$ cat src/rtl/tmr_pkg.sv
package tmr_pkg;

    localparam int CNT_W   = 8;
    localparam int PRE_W   = 8;
    localparam int RATIO_W = 3;
    localparam int ADDR_W  = 6;
    localparam int OPT_W   = 3 + RATIO_W;

    typedef struct packed {
        logic               ext_src;
        logic               fall_edge;
        logic               bypass;
        logic [RATIO_W-1:0] ratio;
    } opt_t;

    localparam opt_t OPT_RESET = '{ext_src: 1'b1, fall_edge: 1'b1,
                                   bypass: 1'b1, ratio: {RATIO_W{1'b1}}};

    typedef enum logic [1:0] {
        SRC_CYCLE = 2'd0,
        SRC_RISE  = 2'd1,
        SRC_FALL  = 2'd2
    } src_sel_e;

    // Low (ratio+1) bits set: the prescaler fires when all of them are one.
    function automatic logic [PRE_W-1:0] ratio_mask(input logic [RATIO_W-1:0] r);
        logic [PRE_W:0] t;
        t = ((PRE_W+1)'(1) << (int'(r) + 1)) - (PRE_W+1)'(1);
        return t[PRE_W-1:0];
    endfunction

endpackage

$ cat src/rtl/tmr_edge_sync.sv
module tmr_edge_sync #(
    parameter int STAGES = 2
) (
    input  logic clk,
    input  logic rst,
    input  logic pin,
    output logic rise,
    output logic fall
);
    // sh[STAGES-1] is the synchronised level, sh[STAGES] its previous value
    logic [STAGES:0] sh;

    always_ff @(posedge clk) begin
        if (rst) sh <= '0;
        else     sh <= {sh[STAGES-1:0], pin};
    end

    assign rise =  sh[STAGES-1] & ~sh[STAGES];
    assign fall = ~sh[STAGES-1] &  sh[STAGES];
endmodule

$ cat src/rtl/tmr_prescaler.sv
module tmr_prescaler
    import tmr_pkg::*;
#(
    parameter int PW = PRE_W
) (
    input  logic               clk,
    input  logic               rst,
    input  logic               clr,
    input  logic               adv,
    input  logic               bypass,
    input  logic [RATIO_W-1:0] ratio,
    output logic               fire
);
    logic [PW-1:0] pre_q;
    logic [PW-1:0] mask;

    assign mask = PW'(ratio_mask(ratio));
    assign fire = adv & (bypass | ((pre_q & mask) == mask));

    always_ff @(posedge clk) begin
        if (rst || clr) pre_q <= '0;
        else if (adv)   pre_q <= pre_q + PW'(1);
    end
endmodule

$ cat src/rtl/tmr_counter_core.sv
module tmr_counter_core #(
    parameter int CW       = 8,
    parameter int HOLD_CYC = 2
) (
    input  logic          clk,
    input  logic          rst,
    input  logic          load,
    input  logic [CW-1:0] load_val,
    input  logic          inc,
    input  logic          cyc_en,
    output logic [CW-1:0] count,
    output logic          hold_active,
    output logic          ovf
);
    localparam int HW = $clog2(HOLD_CYC + 1);
    localparam logic [CW-1:0] TOP = {CW{1'b1}};

    logic [HW-1:0] hold_q;

    assign hold_active = (hold_q != '0);

    always_ff @(posedge clk) begin
        if (rst) begin
            count  <= '0;
            hold_q <= '0;
            ovf    <= 1'b0;
        end else if (load) begin
            count  <= load_val;
            hold_q <= HW'(HOLD_CYC);
            ovf    <= 1'b0;
        end else begin
            if (hold_active && cyc_en) hold_q <= hold_q - HW'(1);
            if (inc) count <= count + CW'(1);
            ovf <= inc && (count == TOP);
        end
    end
endmodule

$ cat src/rtl/tick_timer.sv
module tick_timer
    import tmr_pkg::*;
#(
    parameter int                CW          = CNT_W,
    parameter int                PW          = PRE_W,
    parameter int                AW          = ADDR_W,
    parameter logic [ADDR_W-1:0] TMR_ADDR    = 6'h01,
    parameter int                HOLD_CYC    = 2,
    parameter int                SYNC_STAGES = 2
) (
    input  logic             clk,
    input  logic             rst,
    input  logic             cyc_en,
    input  logic             ext_pin,
    input  logic             opt_we,
    input  logic [OPT_W-1:0] opt_wdata,
    input  logic [AW-1:0]    bus_addr,
    input  logic             bus_we,
    input  logic [CW-1:0]    bus_wdata,
    output logic [CW-1:0]    bus_rdata,
    output logic [CW-1:0]    count,
    output logic             ovf_pulse
);
    opt_t     opt_q;
    src_sel_e src_sel;
    logic     rise, fall, src_tick, adv, fire, hold_active, wr_hit, rd_hit;

    always_ff @(posedge clk) begin
        if (rst)         opt_q <= OPT_RESET;
        else if (opt_we) opt_q <= opt_t'(opt_wdata);
    end

    assign wr_hit = bus_we && (bus_addr == AW'(TMR_ADDR));
    assign rd_hit = (bus_addr == AW'(TMR_ADDR));

    tmr_edge_sync #(.STAGES(SYNC_STAGES)) u_sync (
        .clk (clk),
        .rst (rst),
        .pin (ext_pin),
        .rise(rise),
        .fall(fall)
    );

    always_comb begin
        if (!opt_q.ext_src)     src_sel = SRC_CYCLE;
        else if (opt_q.fall_edge) src_sel = SRC_FALL;
        else                    src_sel = SRC_RISE;
        unique case (src_sel)
            SRC_RISE: src_tick = rise;
            SRC_FALL: src_tick = fall;
            default:  src_tick = cyc_en;
        endcase
    end

    assign adv = src_tick && !hold_active && !wr_hit;

    tmr_prescaler #(.PW(PW)) u_pre (
        .clk   (clk),
        .rst   (rst),
        .clr   (wr_hit),
        .adv   (adv),
        .bypass(opt_q.bypass),
        .ratio (opt_q.ratio),
        .fire  (fire)
    );

    tmr_counter_core #(.CW(CW), .HOLD_CYC(HOLD_CYC)) u_core (
        .clk        (clk),
        .rst        (rst),
        .load       (wr_hit),
        .load_val   (bus_wdata),
        .inc        (fire),
        .cyc_en     (cyc_en),
        .count      (count),
        .hold_active(hold_active),
        .ovf        (ovf_pulse)
    );

    assign bus_rdata = rd_hit ? count : '0;
endmodule

$ cat config.mk
export PLATFORM = sky130hd
export DESIGN_NAME = tick_timer
export DESIGN_NICKNAME = d
export VERILOG_FILES = /design/src/rtl/tmr_pkg.sv /design/src/rtl/tmr_edge_sync.sv /design/src/rtl/tmr_prescaler.sv /design/src/rtl/tmr_counter_core.sv /design/src/rtl/tick_timer.sv
export SDC_FILE = /design/constraint.sdc
export NUM_CORES = 1
export LEC_CHECK = 0
export ABC_AREA = 1
export ABC_CLOCK_PERIOD_IN_PS = 4180
export BUFFER_PORTS_ARGS = -buffer_cell sky130_fd_sc_hd__clkbuf_2
export CAP_MARGIN = 20
export CORE_ASPECT_RATIO = 0.8
export CORE_MARGIN = 3
export CORE_UTILIZATION = 46
export CTS_BUF_LIST = sky130_fd_sc_hd__clkbuf_16
export DETAILED_ROUTE_END_ITERATION = 10
export PLACE_DENSITY = 0.71
export SYNTH_ARGS = -nofsm -noshare
export SYNTH_HDL_FRONTEND = slang
export SYNTH_HIERARCHICAL = 1
export SYNTH_SLANG_ARGS = --single-unit
$ cat constraint.sdc
create_clock -name clk -period 4.18 [get_ports clk]
set_input_delay 0.209 -clock clk [delete_from_list [all_inputs] [get_ports clk]]
set_output_delay 0.209 -clock clk [all_outputs]
set_load 0.02 [all_outputs]
# Word-level counts from Yosys, hierarchy flattened

Index checks and enable logic that the tools add are counted.

Output and inout port bits: 17
Bits in registers: 28

$add $sub $neg: 5
Eq/ne operators: 5
Bitwise logic cells: 7
Reduce and logical (&&, ||, !) cells: 12
Mux-type cells: 8
Shift operators: 1

Operators by type and width:

| kind                                                                  | count |
|---|---|
| 1-bit by 32-bit << shifter with 8-bit output, first input constant    | 1 |
| 8-bit two-way mux                                                     | 3 |
| 8-bit by 1-bit adder with 8-bit output, second input constant         | 2 |
| 8-bit bitwise AND                                                     | 1 |
| 8-bit equality test                                                   | 1 |
| 8-bit equality test, second input constant                            | 1 |
| 2-bit two-way mux                                                     | 4 |
| 8-bit by 2-bit subtractor with 8-bit output, second input constant    | 1 |
| 6-bit by 1-bit equality test with 1-bit output, second input constant | 1 |
| 2-bit nonzero test                                                    | 3 |
| 1-bit logical AND                                                     | 5 |
| 3-bit by 1-bit adder with 4-bit output, second input constant         | 1 |
| 1-bit bitwise AND                                                     | 3 |
| 2-bit by 1-bit equality test with 1-bit output, second input constant | 1 |
| 2-bit equality test, second input constant                            | 1 |
| 1-bit zero test                                                       | 2 |
| 1-bit inverter                                                        | 2 |
| 1-bit one-hot mux with 2 select lines                                 | 1 |
| 2-bit OR reduction                                                    | 1 |
| 2-bit by 1-bit subtractor with 2-bit output, second input constant    | 1 |
| 1-bit logical OR                                                      | 1 |
| 1-bit OR                                                              | 1 |

# Longest topological paths before layout

Gate-level depths: netlist of the first run.

Depth after elaboration: 9
Mapped depth: 17

# By module

Netlist of the first run, hierarchy kept.

By module, submodules not included:

| module           | times used | sequential area each (um^2) | cells each | area an instance (um^2) |
|---|---|---|---|---|
| tmr_counter_core | 1          | 220.2                       | 84         | 624.3 |
| tmr_prescaler    | 1          | 160.2                       | 85         | 528.0 |
| tick_timer       | 1          | 120.1                       | 57         | 357.8 |
| tmr_edge_sync    | 1          | 60.1                        | 12         | 93.8 |

# Worst setup path after synthesis of the first run

No wires, ideal clock.

Path type: register to register
Start: register opt_q[1] (netlist name)
End: register u_core.count[5]
Data arrival time: 1.859 ns
Stages on the path, launching flop included: 14
Clock period less this slack: 1.929 ns
Slack: 2.251 ns
Library setup time: 0.070 ns
Cells stage by stage: dfxtp_1 > nor2_1 > nand2_1 > ha_1 > o21ai_0 > nor2_1 > nand3_1 > nor2_1 > nand2_1 > a21oi_1 > nand2_1 > inv_2 > nand3_1 > a21oi_1

Longest elaborated chain between the ends: 8

RTL lines:

| element                                        | RTL line               | source |
|---|---|---|
| start, declared                                | tick_timer.sv:24       | `opt_t opt_q;` |
| start signal, assigned                         | tick_timer.sv:30       | `else if (opt_we) opt_q <= opt_t'(opt_wdata);` |
| 3-bit by 1-bit adder with 4-bit output *       | tmr_pkg.sv:28          | `t = ((PRE_W+1)'(1) << (int'(r) + 1)) - (PRE_W+1)'(1);` |
| 1-bit by 32-bit << shifter with 8-bit output * | tmr_pkg.sv:28          |  |
| 8-bit by 2-bit subtractor with 8-bit output *  | tmr_pkg.sv:28          |  |
| 8-bit bitwise AND                              | tmr_prescaler.sv:18    | `assign fire = adv & (bypass \| ((pre_q & mask) == mask));` |
| 8-bit equality test *                          | tmr_prescaler.sv:18    |  |
| 1-bit OR *                                     | tmr_prescaler.sv:18    |  |
| 1-bit bitwise AND *                            | tmr_prescaler.sv:18    |  |
| named net fire                                 | tick_timer.sv:26       | `logic rise, fall, src_tick, adv, fire, hold_active, wr_hit, rd_hit;` |
| 2-bit nonzero test (no line) *                 | n/a                    |  |
| end signal, assigned                           | tmr_counter_core.sv:28 | `count <= load_val;` |
| end signal, assigned                           | tmr_counter_core.sv:33 | `if (inc) count <= count + CW'(1);` |
| end, declared                                  | tmr_counter_core.sv:11 | `output logic [CW-1:0] count,` |

Mark *: on every way through the listed nets, which the timed path passes. The rest lies on a longest branch.
A chain may end at the register's enable or synchronous reset.

# Worst setup path after layout of the first run

Start: register opt_q[1] (netlist name)
End: register u_core.count[3]

Same word-level chain as after synthesis.

==> results of run 1 <==
-- critical path, stage by stage (launching register included) --
cell	delay, ns
dfxtp_1	0.35
nor2_1	0.16
nand2_1	0.07
ha_1	0.26
o21ai_0	0.06
nor2_1	0.11
nand3_1	0.07
nor2_1	0.10
nand2_1	0.05
a21oi_1	0.36
nand2_1	0.16
inv_2	0.15
nand2_1	0.08
a21oi_1	0.14
-- cell type report --
type	count	area (sq um)	share of cell area [%]
Clock buffer	3	75.1	3.84
Clock inverter	1	30.0	1.54
Inverter	46	175	8.97
Multi-Input combinational cell	162	852	43.6
Sequential cell	28	561	28.7
Tap cell	40	50.0	2.56
Timing Repair Buffer	42	210	10.8
-- sequential cells by signal, indices dropped and copies added (netlist names) --
signal / flops
opt_q: 6
u_core/count: 8
u_core/hold_q: 2
u_core/ovf: 1
u_pre/pre_q: 8
u_sync/sh: 3
-- path summary, 6_finish.rpt --
path	end	cells past startpoint
worst min-delay path	u_sync/sh[0]	3
worst max register to register	u_core/count[3]	13
worst max-delay path	u_core/count[3]	13
worst min register to register	u_sync/sh[1]	2
-- power by group through the flow --
stage | clock (W) | sequential (W) | combinational [W]
3_5_place_dp | 0 | 0.000292 | 0.0000709
2_1_floorplan | 0 | 0.000291 | 0.0000458
6_report | 0.000283 | 0.000286 | 0.0000713
3_3_place_gp | 0 | 0.000291 | 0.0000709
4_1_cts | 0.000290 | 0.000285 | 0.0000716
5_1_grt | 0.000298 | 0.000287 | 0.0000835
-- cells in the final DEF, fill, tap and decap left out, types with 2 or more instances in the layout --
cell	instances
nor2_1	27
clkbuf_2	42
ha_1	4
nand3_1	18
nor2_2	6
nand3_2	2
o211ai_1	2
a21oi_2	2
o21ai_0	8
a22oi_1	5
nand2_2	4
inv_1	43
nor3_1	3
dfxtp_1	28
a21oi_1	17
o21ai_1	2
nand2_1	49
clkbuf_16	3
nor2_4	4
-- stage by stage --
stage                     setup WS [ns]  std cells  hold slack [ns]  power, W
final                              1.97        322            0.126  0.000640
after global routing               1.73        322            0.135  0.000669
after CTS                          1.97        322            0.123  0.000647
after detailed placement           2.03        318            0.401  0.000363
after global placement             2.13        318            0.397  0.000362
after floorplan                    2.25        238            0.271  0.000337
-- layer usage --
layer,vias to the layer above,share of wire (%)
met5,-,0
met2,39,43
met4,0,0
met1,674,51
met3,0,5.8
li1,839,-
-- logic make-up after synthesis --
logic type	share of synthesized area [%]
other cells	0.234
fa+ha+maj	3.12
simple gates	34.2
buf+inv	11.9
compound gates	14.4
flops	34.9
xor+xnor	1.09
==> qor.csv, run 1 <==
metric,value,unit
status,finished clean,
final WL,3430,um
initial core utilization,49.8,%
leading area contributor after synthesis,dfxtp_1,
global-route wire length before repair,5950,um
Num CTS Buffers,3,
reg2reg start,opt_q[1],
Max Clock Freq,0.453,GHz
R2R setup slack,1.97,ns
Avg WL per Cell,10.6,um
pwr/cell area,328,nW/um^2
GPL Wtd Cong,0.841,
Synth cell types,31,
P_int,0.000495,W
chip width,72.0,um
number of setup buffers added after CTS,0,
Port Buffers,42,
cts repair resizes,0,
Root Driver,clkbuf_16,
worst skew pair latency,0.26,ns
P_leak,0.913,nW
DP HPWL,2640,um
GR Layer Usage met1,24.4,%
syn nets,268,
Die Ht,58.8,um
max-cap check violation count,0,
switching part of the total,22.7,%
number of diodes,0,
final setup fails,0,
busiest metal layer after global routing,met2,
CTS tree,done,
GR Util met3,4.44,%
grt total ovfl,0,
Setup TNS Final,0,ns
IO Count,43,
min Tclk post-route,2.21,ns
CP endpoint kind,flip-flop,
Placed Area,1850,sq um
largest net degree at the start of global routing,17,
share of synthesized registers carrying an async set or reset,0,%
"top cells by area, synth","dfxtp_1, nand2_1, inv_1, nor2_1, nand3_1",
final core utilization,60.6,%
Final Max Tran Viols,0,
critical path launch point,opt_q[1],
clk sink count,28,
final-stage net count,313,
hold_sp,ext_pin,
Vias/cell,4.82,
endpoints failing hold,0,
ratio of cells with drive above 1 in the final layout,24.1,%
most frequent cells after synthesis,"nand2_1, inv_1, dfxtp_1, nor2_1, nand3_1",
CP Max Fanout,6,
routing usage on met2,28.4,%
CORE AREA,3220,sq um
CTS H-Tree Depth,1,
Worst-path clk slew,0.07,ns
Post-synth top flop,dfxtp_1,
Worst setup SP type,flip-flop,
Post-synth EDFFs,0,
1st-pass router iterations,4,
die outline area,4240,sq um
Comb pwr share,11.1,%
vias in the first global route,1386,
Rows,18,
CP required,4.37,ns
Area growth syn-to-layout,21.8,%
crit share post-route,52.8,%
Max clock buf depth,2,
Yosys top cell area share,34.9,%
maximum vdd ir drop,0.273,mV
Avg Inst Size Synth,6.74,sq um
antenna violations before repair,0,
drt drc,0,
clk_skew,0.00263,ns
clock share of power,44.3,%
synthesized flop and latch total,28,
RSZ-0062 raised after global routing,no,
Setup CP Type,reg -> reg,
Ys Warns,6,
all-layer global routing usage,17.5,%
Finished Cell Area,1950,sq um
Synth Cell Area,1600,sq um
class of the worst hold path,in -> reg,
Post-CTS Hold Fix Bufs,0,
Vias,1552,
Seq pwr share,44.6,%
DR iter-0 viols,100,
sw power,0.000145,W
Arrival @ worst endpoint,2.40,ns
Post-Synthesis Cells,238,
most numerous cell in the Yosys netlist,nand2_1,
post-synthesis sequential area ratio,34.9,%
Post-DRT Antenna Nets,0,
FILL cells,301,
Power figures use the tool's default switching activity.
==> run 2, diff against run 1 <==
--- a/config.mk
+++ b/config.mk
@@ -6,7 +6,7 @@
 export NUM_CORES = 1
 export LEC_CHECK = 0
 export ABC_AREA = 1
-export ABC_CLOCK_PERIOD_IN_PS = 4180
+export ABC_CLOCK_PERIOD_IN_PS = 2300
 export BUFFER_PORTS_ARGS = -buffer_cell sky130_fd_sc_hd__clkbuf_2
 export CAP_MARGIN = 20
 export CORE_ASPECT_RATIO = 0.8
==> constraint.sdc (replaced) <==
create_clock -name clk -period 2.3 [get_ports clk]
set_input_delay 0.115 -clock clk [delete_from_list [all_inputs] [get_ports clk]]
set_output_delay 0.115 -clock clk [all_outputs]
set_load 0.02 [all_outputs]
==> qor.csv, run 2 (synthesis results as in run 1) <==
metric,value,unit
status,finished clean,
Rows,18,
Worst setup SP type,flip-flop,
die outline area,4240,sq um
min Tclk post-route,2.07,ns
max-cap check violation count,0,
most frequent cells in the layout,"nand2_1, inv_1, clkbuf_2",
chip width,72.0,um
Setup TNS Final,0,ns
Final Max Tran Viols,0,
Root Driver,clkbuf_16,
"most common cell after layout, fill and taps aside",nand2_1,
all-layer global routing usage,18.0,%
largest net degree at the start of global routing,17,
initial core utilization,49.8,%
Setup CP Type,reg -> reg,
CP required,2.51,ns
P_leak,0.918,nW
setup ws final,0.225,ns
Num CTS Buffers,3,
CP endpoint kind,flip-flop,
GPL Wtd Cong,0.834,
DP HPWL,2680,um
class of the worst hold path,in -> reg,
CTS tree,done,
Max Clock Freq,0.482,GHz
Die Ht,58.8,um
maximum vdd ir drop,0.432,mV
Placed Instances,319,
clk_skew,0.00282,ns
area of the multi-input gates,856,sq um
number of diodes,0,
clk sink count,28,
Port Buffers,42,
global-route wire length before repair,6150,um
Avg WL per Cell,10.6,um
Vias/cell,4.86,
Largest regs,"u_core/count (8), u_pre/pre_q (8), opt_q (6)",
RSZ-0062 raised after global routing,no,
Pwr Total,0.00116,W
CORE AREA,3220,sq um
ratio of cells with drive above 1 in the final layout,24.7,%
CP Max Fanout,7,
final core utilization,61.0,%
grt total ovfl,0,
Reg area,561,sq um
1st-pass router iterations,4,
Arrival @ worst endpoint,2.29,ns
endpoints failing hold,0,
worst skew pair latency,0.26,ns
Max clock buf depth,2,
"worst slack, placed",0.150,ns
CTS H-Tree Depth,1,
Worst-path clk slew,0.07,ns
Post-DRT Antenna Nets,0,
switching part of the total,22.3,%
FILL cells,294,
antenna violations before repair,0,
final WL,3420,um
drt drc,0,
Non-Filler Instances,323,
vias in the first global route,1435,
sw power,0.000258,W
crit share post-route,90.2,%
IO Count,43,
Comb pwr share,11.4,%
P_int,0.000899,W
Seq pwr share,44.8,%
Area growth syn-to-layout,22.5,%
Vias,1571,
DR iter-0 viols,115,
final-stage net count,314,
final setup fails,0,
clock share of power,43.8,%
pwr/cell area,589,nW/um^2
-- run 2: changes by cell type in the layout (fill, tap and decap cells not counted) --
| cell | before | now |
|---|---|---|
| a21oi_1 | 17 | 16 |
| a21oi_2 | 2 | 3 |
| buf_4 | 0 | 1 |
-- run 2: worst max-delay path, cell delays in order (launching register included) --
cell	delay, ns
dfxtp_1	0.33
inv_1	0.17
nand2_1	0.08
ha_1	0.27
o21ai_0	0.08
nor2_1	0.11
nand3_1	0.07
nor2_1	0.10
nand2_1	0.07
a21oi_2	0.24
nand2_1	0.13
inv_2	0.14
nand2_1	0.06
nand3_1	0.06
nand2_1	0.05
inv_1	0.05
-- run 2: timing repair --
action	4_1_cts	5_1_grt
resized for setup	0	1
setup endpoints to repair	0	8
buffers inserted	0	0
hold buffers	0	0
-- run 2: final cells by class --
type                       instances  share of cell area (%)
multi-input combinational        162                    43.6
sequential                        28                    28.5
timing repair buffer              43                    11.1
inverter                          46                    8.92
clock buffer                       3                    3.82
tap                               40                    2.55
clock inverter                     1                    1.53
-- run 2: layer usage --
layer	up-vias	track usage, %	wire, um
li1	844	-	-
met1	682	25.4	1780
met2	41	28.1	1400
met3	4	4.44	204
met4	0	3.22	31
met5	-	0	0
-- run 2: path summary, 6_finish.rpt --
path,start,endpoint,slack (ns),depth (start not counted)
max,opt_q[2],u_core/count[1],0.23,15
min,ext_pin,u_sync/sh[0],0.04,3
max reg2reg,opt_q[2],u_core/count[1],0.23,15
min reg2reg,u_sync/sh[0],u_sync/sh[1],0.41,2
-- run 2: per-stage QoR --
step	area (sq um)	hold WS, ns
after floorplan	1600	0.177
after global placement	1860	0.312
after detailed placement	1860	0.314
after CTS	1960	0.0337
after global routing	1960	0.0530
final	1960	0.0384
-- run 2: power groups by stage --
stage | Clock, W | Sequential (W) | Combinational (W)
final | 0.000507 | 0.000518 | 0.000132
after global routing | 0.000544 | 0.000521 | 0.000157
after CTS | 0.000520 | 0.000518 | 0.000132
after detailed placement | 0 | 0.000529 | 0.000130
after global placement | 0 | 0.000529 | 0.000129
after floorplan | 0 | 0.000529 | 0.0000832
==> run 3, diff against run 2 <==
--- a/config.mk
+++ b/config.mk
@@ -5,7 +5,6 @@
 export SDC_FILE = /design/constraint.sdc
 export NUM_CORES = 1
 export LEC_CHECK = 0
-export ABC_AREA = 1
 export ABC_CLOCK_PERIOD_IN_PS = 2300
 export BUFFER_PORTS_ARGS = -buffer_cell sky130_fd_sc_hd__clkbuf_2
 export CAP_MARGIN = 20
@@ -14,7 +13,7 @@
 export CORE_UTILIZATION = 46
 export CTS_BUF_LIST = sky130_fd_sc_hd__clkbuf_16
 export DETAILED_ROUTE_END_ITERATION = 10
-export PLACE_DENSITY = 0.71
+export PLACE_DENSITY = 0.72
 export SYNTH_ARGS = -nofsm -noshare
 export SYNTH_HDL_FRONTEND = slang
 export SYNTH_HIERARCHICAL = 1
==> qor.csv, run 3 <==
metric,value,unit
status,"complete, but fails checks",
failing checks,negative setup slack,
Arrival @ worst endpoint,2.88,ns
final-stage net count,255,
Placed Area,1830,sq um
Port Buffers,42,
synthesized flop and latch total,28,
Max clock buf depth,2,
ratio of cells with drive above 1 in the final layout,37.1,%
most frequent cells in the layout,"clkbuf_2, dfxtp_1, buf_4",
Post-synth top flop,dfxtp_1,
Setup CP Type,reg -> reg,
pwr/cell area,632,nW/um^2
Post-CTS Hold Fix Bufs,0,
CP Max Fanout,3,
Die Ht,57.2,um
RSZ-0062 raised after global routing,yes,
"top cells by area, synth","dfxtp_1, nor2b_1, and2_1, a211o_1, xor2_1",
leading area contributor after synthesis,dfxtp_1,
global-route wire length before repair,6400,um
maximum vdd ir drop,0.588,mV
Post-DRT Antenna Nets,0,
Finished Cell Area,2020,sq um
CP required,2.48,ns
Post-synth EDFFs,0,
Vias,1461,
Final Max Tran Viols,0,
switching part of the total,23.2,%
Num CTS Buffers,3,
Synth Cell Area,1510,sq um
GPL Wtd Cong,0.913,
sw power,0.000295,W
reg2reg start,u_core/hold_q[1],
most numerous cell in the Yosys netlist,dfxtp_1,
class of the worst hold path,in -> reg,
clk_skew,0.00345,ns
crit path cell chain,inv_2 > ha_4 > inv_2 > o21bai_1 > a221oi_2 > o211ai_1 > a211o_2 > o41ai_4 > or3b_4 > or4_1 > o211ai_1,
Area growth syn-to-layout,34.0,%
initial core utilization,51.3,%
Rows,17,
Seq pwr share,41.6,%
grt total ovfl,0,
clk sink count,28,
CTS H-Tree Depth,1,
Root Driver,clkbuf_16,
syn nets,199,
Avg WL per Cell,14.6,um
max-cap check violation count,0,
capturing point of the worst reg2reg path,u_core/count[5],
antenna violations before repair,0,
Max Clock Freq,0.370,GHz
number of diodes,0,
r2r worst-path depth,11,
1st-pass router iterations,5,
Placed Instances,253,
min Tclk post-route,2.70,ns
Post-Synthesis Cells,169,
IO Count,43,
Yosys top cell area share,37.2,%
share of synthesized registers carrying an async set or reset,0,%
die outline area,4000,sq um
DR iter-0 viols,147,
critical path launch point,u_core/hold_q[1],
vias in the first global route,1343,
crit share post-route,117,%
worst skew pair latency,0.26,ns
Largest regs,"u_core/count (8), u_pre/pre_q (8), opt_q (6)",
all-layer global routing usage,19.5,%
P_int,0.000980,W
Ys Warns,6,
CORE AREA,2940,sq um
chip width,70.0,um
Synth cell types,42,
CP endpoint,u_core/count[5],
final hold slack,0.0566,ns
slowest cell on the critical path,or4_1,
Avg Inst Size Synth,8.91,sq um
Max stage delay on crit path,0.49,ns
endpoints failing hold,0,
largest net degree at the start of global routing,23,
P_leak,0.859,nW
CTS tree,done,
setup ws final,-0.402,ns
"worst slack, placed",-0.469,ns
R2R setup slack,-0.40,ns
CP endpoint kind,flip-flop,
most frequent cells after synthesis,"dfxtp_1, nor2_1, nor2b_1, nand2_1, a21oi_1",
post-synthesis sequential area ratio,37.2,%
Non-Filler Instances,262,
final WL,3830,um
Worst-path clk slew,0.07,ns
drt drc,0,
DP HPWL,2700,um
final setup fails,9,
Vias/cell,5.58,
Comb pwr share,18.2,%
clock share of power,40.2,%
Worst setup SP type,flip-flop,
"most common cell after layout, fill and taps aside",clkbuf_2,
-- run 3: worst min path at each step --
stage                 start      endpoint  slack, ns  cells after the start
2_1_floorplan           rst  u_sync/sh[0]       0.19                      1
3_3_place_gp   opt_wdata[3]      opt_q[3]       0.32                      2
3_5_place_dp   opt_wdata[5]      opt_q[5]       0.33                      2
4_1_cts        opt_wdata[5]      opt_q[5]       0.05                      2
5_1_grt        opt_wdata[5]      opt_q[5]       0.05                      2
6_report       opt_wdata[2]      opt_q[2]       0.06                      2
-- run 3: power groups by stage --
stage	Sequential, W	Clock, W	Combinational (W)
2_1_floorplan	0.000546	0	0.000117
3_3_place_gp	0.000537	0	0.000180
3_5_place_dp	0.000539	0	0.000191
4_1_cts	0.000528	0.000519	0.000203
5_1_grt	0.000535	0.000542	0.000254
6_report	0.000531	0.000513	0.000232
-- run 3: cells by family (layout without fill, tap and decap cells) --
kind of cell,count (synthesis),count (layout),share of synthesized area [%]
AOI/OAI and AO/OA,34,34,16.3
xor gates and xnor gates,11,11,6.40
adders and majority gates,4,4,3.33
buffers and inverters,12,67,3.99
DFF,28,28,37.2
muxes,4,4,2.83
other,1,1,0.249
and+or+nand+nor,75,75,29.7
-- run 3: through the flow --
step	utilization, %	power, W	TNS [ns]
floorplan	-	0.000663	-2.06
finish	68.7	0.00128	-1.53
global route	68.7	0.00133	-2.49
global placement	62.3	0.000717	-1.73
CTS	66.8	0.00125	-1.39
detailed placement	62.3	0.000730	-2.25
-- run 3: layout make-up --
type | count | area, sq um
fill | 233 | 918
multi-input combinational | 129 | 951
timing repair buffer | 57 | 327
sequential | 28 | 564
clock inverter | 1 | 30.0
tap | 38 | 47.5
inverter | 6 | 22.5
clock buffer | 3 | 75.1
-- run 3: repair_timing --
item / 4_1_cts / 5_1_grt
hold endpoints to repair: 0 / 0
endpoints found under the setup margin: 9 / 9
resized for setup: 1 / 9
buffers inserted: 3 / 2
pin swaps: 6 / 4
-- run 3: critical path: cells and delay by family, from the launching register on --
kind	cells	cell delay (ns)
compound gates	6	1.15
fa+ha+maj	1	0.14
buf+inv	2	0.09
flops	1	0.32
simple gates	2	0.91
-- run 3: metal layers --
metal / vias to the layer above / routed length [um] / GRT usage (%) / part of all wire (%)
met5: - / 0 / 0 / 0
met4: 0 / 29 / 4.10 / 0.76
met3: 8 / 278 / 5.11 / 7.3
met2: 71 / 1830 / 33.2 / 48
met1: 677 / 1690 / 25.1 / 44
li1: 705 / - / - / -
